[config.mk]
export PLATFORM = sky130hd
export DESIGN_NAME = gpio_port
export DESIGN_NICKNAME = d
export VERILOG_FILES = /design/src/rtl/gpio_port_pkg.sv /design/src/rtl/gpio_dirlvl_bank.sv /design/src/rtl/gpio_cfg_bank.sv /design/src/rtl/gpio_pad_mux.sv /design/src/rtl/gpio_port.sv
export SDC_FILE = /design/constraint.sdc
export NUM_CORES = 1
export LEC_CHECK = 0
export ABC_AREA = 1
export CORE_AREA = 4 4 460 462
export CTS_CLUSTER_SIZE = 16
export DETAILED_ROUTE_END_ITERATION = 8
export DIE_AREA = 0 0 464 466
export PLACE_DENSITY = 0.3
export SYNTH_ARGS = -nofsm -noshare
export SYNTH_HDL_FRONTEND = slang
export SYNTH_SLANG_ARGS = --single-unit
[constraint.sdc]
create_clock -name clk -period 5.95 [get_ports clk]
set_input_delay 1.19 -clock clk [delete_from_list [all_inputs] [get_ports clk]]
set_output_delay 1.19 -clock clk [all_outputs]
set_load 0.01 [all_outputs]
[src/rtl/gpio_port_pkg.sv]
package gpio_port_pkg;
  localparam int ADDR_W = 8;

  localparam logic [ADDR_W-1:0] A_DIR     = 8'h00;
  localparam logic [ADDR_W-1:0] A_DIR_CLR = 8'h04;
  localparam logic [ADDR_W-1:0] A_DIR_SET = 8'h08;
  localparam logic [ADDR_W-1:0] A_LVL     = 8'h0C;
  localparam logic [ADDR_W-1:0] A_LVL_CLR = 8'h10;
  localparam logic [ADDR_W-1:0] A_LVL_SET = 8'h14;
  localparam logic [ADDR_W-1:0] A_LVL_TGL = 8'h18;
  localparam logic [ADDR_W-1:0] A_CFG_BASE = 8'h80;

  // configuration word field positions
  localparam int CF_IE  = 0;
  localparam int CF_MUX = 1;
  localparam int CF_SEL = 4;

  typedef enum logic [2:0] {
    RK_NONE, RK_DIR, RK_DIR_CLR, RK_DIR_SET,
    RK_LVL, RK_LVL_CLR, RK_LVL_SET, RK_LVL_TGL
  } reg_kind_e;

  function automatic reg_kind_e decode_kind(input logic [ADDR_W-1:0] a);
    case (a)
      A_DIR:     return RK_DIR;
      A_DIR_CLR: return RK_DIR_CLR;
      A_DIR_SET: return RK_DIR_SET;
      A_LVL:     return RK_LVL;
      A_LVL_CLR: return RK_LVL_CLR;
      A_LVL_SET: return RK_LVL_SET;
      A_LVL_TGL: return RK_LVL_TGL;
      default:   return RK_NONE;
    endcase
  endfunction

  // word-aligned and inside the configuration window
  function automatic logic is_cfg_addr(input logic [ADDR_W-1:0] a, input int npin);
    int off;
    off = int'(a) - int'(A_CFG_BASE);
    return (a[1:0] == 2'b00) && (off >= 0) && (off < 4 * npin);
  endfunction
endpackage

[src/rtl/gpio_dirlvl_bank.sv]
module gpio_dirlvl_bank #(
  parameter int NPIN = 32
) (
  input  logic            clk,
  input  logic            rst_n,
  input  logic            ev_dir_ld,
  input  logic            ev_dir_set,
  input  logic            ev_dir_clr,
  input  logic            ev_lvl_ld,
  input  logic            ev_lvl_set,
  input  logic            ev_lvl_clr,
  input  logic            ev_lvl_tgl,
  input  logic [NPIN-1:0] wdata,
  output logic [NPIN-1:0] dir_q,
  output logic [NPIN-1:0] lvl_q
);
  // load takes the whole word; otherwise set, then clear (clear wins), then toggle
  function automatic logic [NPIN-1:0] step_bits(
    input logic [NPIN-1:0] cur,
    input logic [NPIN-1:0] d,
    input logic ld, input logic set, input logic clr, input logic tgl);
    logic [NPIN-1:0] r;
    if (ld) return d;
    r = cur;
    if (set) r = r | d;
    if (clr) r = r & ~d;
    if (tgl) r = r ^ d;
    return r;
  endfunction

  logic [NPIN-1:0] dir_d, lvl_d;

  always_comb begin
    dir_d = step_bits(dir_q, wdata, ev_dir_ld, ev_dir_set, ev_dir_clr, 1'b0);
    lvl_d = step_bits(lvl_q, wdata, ev_lvl_ld, ev_lvl_set, ev_lvl_clr, ev_lvl_tgl);
  end

  always_ff @(posedge clk or negedge rst_n) begin
    if (!rst_n) begin
      dir_q <= '0;
      lvl_q <= '0;
    end else begin
      dir_q <= dir_d;
      lvl_q <= lvl_d;
    end
  end
endmodule

[src/rtl/gpio_cfg_bank.sv]
module gpio_cfg_bank #(
  parameter int NPIN  = 32,
  parameter int SEL_W = 4,
  parameter int DW    = 32
) (
  input  logic                  clk,
  input  logic                  rst_n,
  input  logic                  cfg_wr,
  input  logic [$clog2(NPIN)-1:0] cfg_idx,
  input  logic                  d_ie,
  input  logic                  d_mux,
  input  logic [SEL_W-1:0]      d_sel,
  output logic [NPIN-1:0]       ie_q,
  output logic [NPIN-1:0]       mux_q,
  output logic [NPIN*SEL_W-1:0] sel_q,
  output logic [DW-1:0]         cfg_rdata
);
  import gpio_port_pkg::*;

  for (genvar p = 0; p < NPIN; p++) begin : g_pin
    logic hit;
    assign hit = cfg_wr && (cfg_idx == p[$clog2(NPIN)-1:0]);
    always_ff @(posedge clk or negedge rst_n) begin
      if (!rst_n) begin
        ie_q[p]               <= 1'b0;
        mux_q[p]              <= 1'b0;
        sel_q[p*SEL_W +: SEL_W] <= '0;
      end else if (hit) begin
        ie_q[p]               <= d_ie;
        mux_q[p]              <= d_mux;
        sel_q[p*SEL_W +: SEL_W] <= d_sel;
      end
    end
  end

  always_comb begin
    cfg_rdata = '0;
    cfg_rdata[CF_IE]              = ie_q[cfg_idx];
    cfg_rdata[CF_MUX]             = mux_q[cfg_idx];
    cfg_rdata[CF_SEL +: SEL_W]    = sel_q[cfg_idx*SEL_W +: SEL_W];
  end
endmodule

[src/rtl/gpio_pad_mux.sv]
module gpio_pad_mux #(
  parameter int NPIN  = 32,
  parameter int NFUNC = 16,
  parameter int SEL_W = 4
) (
  input  logic [NPIN-1:0]       dir_q,
  input  logic [NPIN-1:0]       lvl_q,
  input  logic [NPIN-1:0]       mux_q,
  input  logic [NPIN*SEL_W-1:0] sel_q,
  input  logic [NFUNC*NPIN-1:0] per_out,
  input  logic [NFUNC*NPIN-1:0] per_oe,
  output logic [NPIN-1:0]       pad_out,
  output logic [NPIN-1:0]       pad_oe
);
  for (genvar p = 0; p < NPIN; p++) begin : g_pin
    logic [NFUNC-1:0] col_o, col_e;
    logic [SEL_W-1:0] s;
    logic             pick_o, pick_e;
    for (genvar f = 0; f < NFUNC; f++) begin : g_fn
      assign col_o[f] = per_out[f*NPIN + p];
      assign col_e[f] = per_oe[f*NPIN + p];
    end
    assign s = sel_q[p*SEL_W +: SEL_W];
    always_comb begin
      pick_o = 1'b0;
      pick_e = 1'b0;
      if (int'(s) < NFUNC) begin
        pick_o = col_o[s];
        pick_e = col_e[s];
      end
    end
    assign pad_out[p] = mux_q[p] ? pick_o : lvl_q[p];
    assign pad_oe[p]  = mux_q[p] ? pick_e : dir_q[p];
  end
endmodule

[src/rtl/gpio_port.sv]
module gpio_port #(
  parameter int NPIN  = 32,
  parameter int NFUNC = 16
) (
  input  logic                  clk,
  input  logic                  rst_n,
  input  logic                  bus_wr,
  input  logic [7:0]            bus_addr,
  input  logic [NPIN-1:0]       bus_wdata,
  output logic [NPIN-1:0]       bus_rdata,
  input  logic [NFUNC*NPIN-1:0] per_out,
  input  logic [NFUNC*NPIN-1:0] per_oe,
  output logic [NPIN-1:0]       pad_out,
  output logic [NPIN-1:0]       pad_oe,
  output logic [NPIN-1:0]       pad_ie
);
  import gpio_port_pkg::*;

  localparam int SEL_W = $clog2(NFUNC);
  localparam int PIN_W = $clog2(NPIN);

  reg_kind_e kind;
  logic      cfg_hit;
  logic      ev_dir_ld, ev_dir_set, ev_dir_clr;
  logic      ev_lvl_ld, ev_lvl_set, ev_lvl_clr, ev_lvl_tgl, ev_cfg_wr;
  logic [NPIN-1:0]       dir_q, lvl_q, ie_q, mux_q;
  logic [NPIN*SEL_W-1:0] sel_q;
  logic [NPIN-1:0]       cfg_rdata;
  logic [PIN_W-1:0]      cfg_idx;

  assign kind    = decode_kind(bus_addr);
  assign cfg_hit = is_cfg_addr(bus_addr, NPIN);
  assign cfg_idx = bus_addr[PIN_W+1:2];

  // named write events
  assign ev_dir_ld  = bus_wr && (kind == RK_DIR);
  assign ev_dir_set = bus_wr && (kind == RK_DIR_SET);
  assign ev_dir_clr = bus_wr && (kind == RK_DIR_CLR);
  assign ev_lvl_ld  = bus_wr && (kind == RK_LVL);
  assign ev_lvl_set = bus_wr && (kind == RK_LVL_SET);
  assign ev_lvl_clr = bus_wr && (kind == RK_LVL_CLR);
  assign ev_lvl_tgl = bus_wr && (kind == RK_LVL_TGL);
  assign ev_cfg_wr  = bus_wr && cfg_hit;

  gpio_dirlvl_bank #(.NPIN(NPIN)) u_dirlvl (
    .clk(clk), .rst_n(rst_n),
    .ev_dir_ld(ev_dir_ld), .ev_dir_set(ev_dir_set), .ev_dir_clr(ev_dir_clr),
    .ev_lvl_ld(ev_lvl_ld), .ev_lvl_set(ev_lvl_set), .ev_lvl_clr(ev_lvl_clr),
    .ev_lvl_tgl(ev_lvl_tgl),
    .wdata(bus_wdata), .dir_q(dir_q), .lvl_q(lvl_q)
  );

  gpio_cfg_bank #(.NPIN(NPIN), .SEL_W(SEL_W), .DW(NPIN)) u_cfg (
    .clk(clk), .rst_n(rst_n),
    .cfg_wr(ev_cfg_wr), .cfg_idx(cfg_idx),
    .d_ie(bus_wdata[CF_IE]), .d_mux(bus_wdata[CF_MUX]),
    .d_sel(bus_wdata[CF_SEL +: SEL_W]),
    .ie_q(ie_q), .mux_q(mux_q), .sel_q(sel_q), .cfg_rdata(cfg_rdata)
  );

  gpio_pad_mux #(.NPIN(NPIN), .NFUNC(NFUNC), .SEL_W(SEL_W)) u_mux (
    .dir_q(dir_q), .lvl_q(lvl_q), .mux_q(mux_q), .sel_q(sel_q),
    .per_out(per_out), .per_oe(per_oe),
    .pad_out(pad_out), .pad_oe(pad_oe)
  );

  assign pad_ie = ie_q;

  always_comb begin
    case (kind)
      RK_DIR, RK_DIR_CLR, RK_DIR_SET:             bus_rdata = dir_q;
      RK_LVL, RK_LVL_CLR, RK_LVL_SET, RK_LVL_TGL: bus_rdata = lvl_q;
      default: bus_rdata = cfg_hit ? cfg_rdata : '0;
    endcase
  end
endmodule

==> reports/summary.md <==
The remaining number of nets flagged by the antenna check after routing is 0. TritonCTS built the clock tree. Post-CTS clock slew at the launch and capture registers of the worst setup and hold paths: 50 ps. The power density over the cells is 198 nW/um2, and the iteration-0 DRC count of the detailed router is 1898.

Walking the worst path, the cells encountered are clkdlybuf4s50_1, inv_2, nand2_4, buf_4, inv_2, nand2_1, nand4_1, nand2_1, nand2_1, nor2_1, nand2_1, nand3_1, nand2_1, buf_12. The logs give 32400 for the via count of the routed design and 1195 for the number of top-level pins. Of all cell types, the one taking the most synthesized area is dfrtp_1. The final routed wirelength across all metal layers was 227000 um. At the pin with the least slew margin, the transition time is 1130 ps. The clock reaches the later pin of the worst-skew pair after 590 ps.

For the finished layout, the period the worst path requires is 5510 ps. The share of the clock period used by the worst path is 92.6%, and the area growth from synthesis to layout is 68.9%. For this run, the leading register cell type out of synthesis is dfrtp_1.

The run gives 26.8% as the sequential fraction of the synthesis area. The library cell used as clock root buffer is clkbuf_16. The post-route netlist has 4.89% of its cells at a drive strength greater than 1. Counting flops with an async set or reset pin after synthesis yields a share of 100%. The first-pass detailed-route iteration total was 5. The die boundary width is 464 um, and the final-report setup violation count is 0.

The tree built by TritonCTS fans out to 256 sinks. Averaged over all synthesized cells, the footprint is 6.13 um2. Once layout is complete, the utilization of the core stands at 19.5%. After synthesis, the most frequently instantiated cells are nand2_1, nor2_1, o21ai_0. The number of antenna violations at the first check in global routing is 78, and the standard cell core area is 207000 um2. The congestion estimate from routability-driven global placement came to 0.858.

Global-route wire length before repair: 300000 um. On the critical path, the stage with the largest delay is an instance of clkdlybuf4s50_1. During placement, the flow inserted port buffers numbering 1194. The tools report the via count of the first global-routing pass as 33400. In this run the tightest slew margin relative to its limit is 24.6%. The number of hold violations in the final report came out at 0. The logs give 0 for the count of yosys warnings during synthesis and 0 ps for the clock skew. The height of the die was 466 um; the number of gates resized after CTS was 0. The total overflow left after global routing is 0. The tools report the element type at the critical path start as an input pin.

The logs give 167 for the number of standard-cell rows in the floorplan and 6003 for the layout net count. For the count of max-cap constraint violations, the log shows 0. Summing all multi-input logic gate instances after layout gives 15100 um2. For the data required time at the worst endpoint, the log shows 4760 ps.

The per-cell via count in the routed design was 4.17; the number of levels the H-tree was split into was 2. After detailed routing, the number of remaining DRC violations is 0. The critical path is of the in2out type. Synthesis produced a netlist whose cell count is 3894. Summed over its instances, the top area cell type makes up 26.8% of the synthesized netlist area. The starting density of the core came out at 11.5%. The cell seen most often among critical-path stages was nand2_1. The number of synthesized register bits was 256; the sequential standard cell area was 6410 um2. Yosys mapped the design onto 33 distinct sky130hd cell types.

nand2_1 is the most common cell in the netlist. Setup repair after global routing left no endpoint under its margin. The filler cells instantiated in the layout total 23700. The worst setup path is captured at an output port. Area of the die: 216000 um2.

The run gives 3 as the largest buffer count on any clock path. Power comes to 7.96 mW. After detailed routing, the average wire length per cell comes to 29.2 um. The worst hold path belongs to the class reg2reg.

Global routing used 20.0% of the available tracks. Counting the buffers created by CTS gives 41. For the arrival time of data at the critical path endpoint, the log shows 4320 ps. The run gives 80 as the largest net degree at the start of global routing.

On the worst path, the slowest cell contributes a delay of 710 ps. The number of max-slew violations in the final report was 0. The synthesized netlist net count was 4961. After clock tree synthesis, the flow added hold-fix buffers numbering 0.

The run finished with clean final reports. The synthesized design contains 0 enable-type register cells. The run gives 23900 um2 as the area of the mapped netlist.

Post-CTS timing repair inserted 0 buffers for setup. Detailed placement ended at an HPWL of 183000 um. The highest fanout seen on the critical path came out at 27. Ranked by total cell area, the synthesized netlist is headed by dfrtp_1, o21ai_0, nand2_1. Based on the critical path, the design can be clocked at up to 181 MHz. The peak ir drop on the vdd network is 0.000142 V, and the final-layout setup total negative slack is 0 ps. For the leakage power total, the log shows 15.8 nW.
[final timing paths]
kind                                              from  slack, ps  cells after the start                           end
min reg2reg                 u_cfg.ie_q[23]$_DFFE_PN0P_        520                      2    u_cfg.ie_q[23]$_DFFE_PN0P_
max                                        bus_addr[3]        440                     14                  bus_rdata[1]
min in group asynchronous                        rst_n        530                      1                     async pin
max in group asynchronous                        rst_n       3970                      2  u_cfg.sel_q[115]$_DFFE_PN0P_
max reg2reg                u_cfg.sel_q[28]$_DFFE_PN0P_       4300                      2   u_cfg.sel_q[28]$_DFFE_PN0P_
min                         u_cfg.ie_q[23]$_DFFE_PN0P_        520                      2    u_cfg.ie_q[23]$_DFFE_PN0P_
[routing by layer]
layer,vias to the layer above,wire length (um),GRT usage [%]
met2,1144,119000,38.1
li1,15300,-,-
met3,225,12700,4.41
met5,-,115,0
met1,15700,91000,23.0
met4,20,4140,3.27
[placed cells by master, fill, tap and decap left out, types with 3 or more instances in the layout]
| cell | n |
|---|---|
| o21ai_1 | 22 |
| inv_2 | 32 |
| clkbuf_1 | 9 |
| diode_2 | 17 |
| inv_1 | 292 |
| nand3_1 | 191 |
| o22ai_1 | 41 |
| nor3_2 | 8 |
| nand4_1 | 41 |
| nor2_4 | 5 |
| clkdlybuf4s50_1 | 1173 |
| nand2_4 | 4 |
| nand2_1 | 776 |
| o21bai_1 | 152 |
| o21a_1 | 76 |
| clkbuf_8 | 10 |
| clkinv_2 | 8 |
| o221ai_1 | 128 |
| clkinv_1 | 37 |
| clkinvlp_4 | 4 |
| a21oi_1 | 67 |
| buf_2 | 5 |
| o21ai_0 | 632 |
| o211ai_1 | 128 |
| dfrtp_1 | 256 |
| nand2_2 | 4 |
| nor2_2 | 5 |
| a22oi_1 | 24 |
| clkbuf_16 | 43 |
| buf_12 | 12 |
| nor2_1 | 680 |
| nand3_2 | 21 |
| buf_4 | 70 |
| nand3_4 | 3 |
[final cells by class]
type	instances	area share, %
repair buffers	1261	31.1
well taps	2788	8.65
multi-input cells	3013	37.4
clock buffers	62	3.09
flip-flops and latches	256	15.9
inverters	363	3.39
clock inverters	14	0.332
diodes	17	0.106
[critical path: cells and delay by family]
kind | cells | cell delay (ps)
buffers and inverters | 5 | 2030
AND/OR/NAND/NOR | 9 | 1030
[stage by stage]
step	worst slack, ps	area (um2)	hold WS [ps]	instances
after global placement	455	38900	496	7681
after floorplan	2240	23900	475	3894
after detailed placement	374	38900	511	7681
final	438	40300	520	7774
after CTS	369	40300	524	7757
after global routing	267	40300	546	7760
[report_power, final]
group / total (mW) / leakage, nW / switching (mW) / internal (mW)
registers: 2.37 / 3.08 / 0.436 / 1.93
clock network: 2.60 / 0.673 / 1.07 / 1.53
logic: 2.99 / 12.0 / 1.61 / 1.38
total: 7.96 / 15.8 / 3.12 / 4.84
[logic make-up (layout without fill, tap and decap cells)]
kind of cell,count (synthesis),after routing,synth area share (%)
AOI/OAI and AO/OA,1271,1271,32.9
buffers and inverters,625,1700,10.3
other,0,17,0
DFF,256,256,26.8
and+or+nand+nor,1742,1742,30.0
Power figures use the tool's default switching activity.
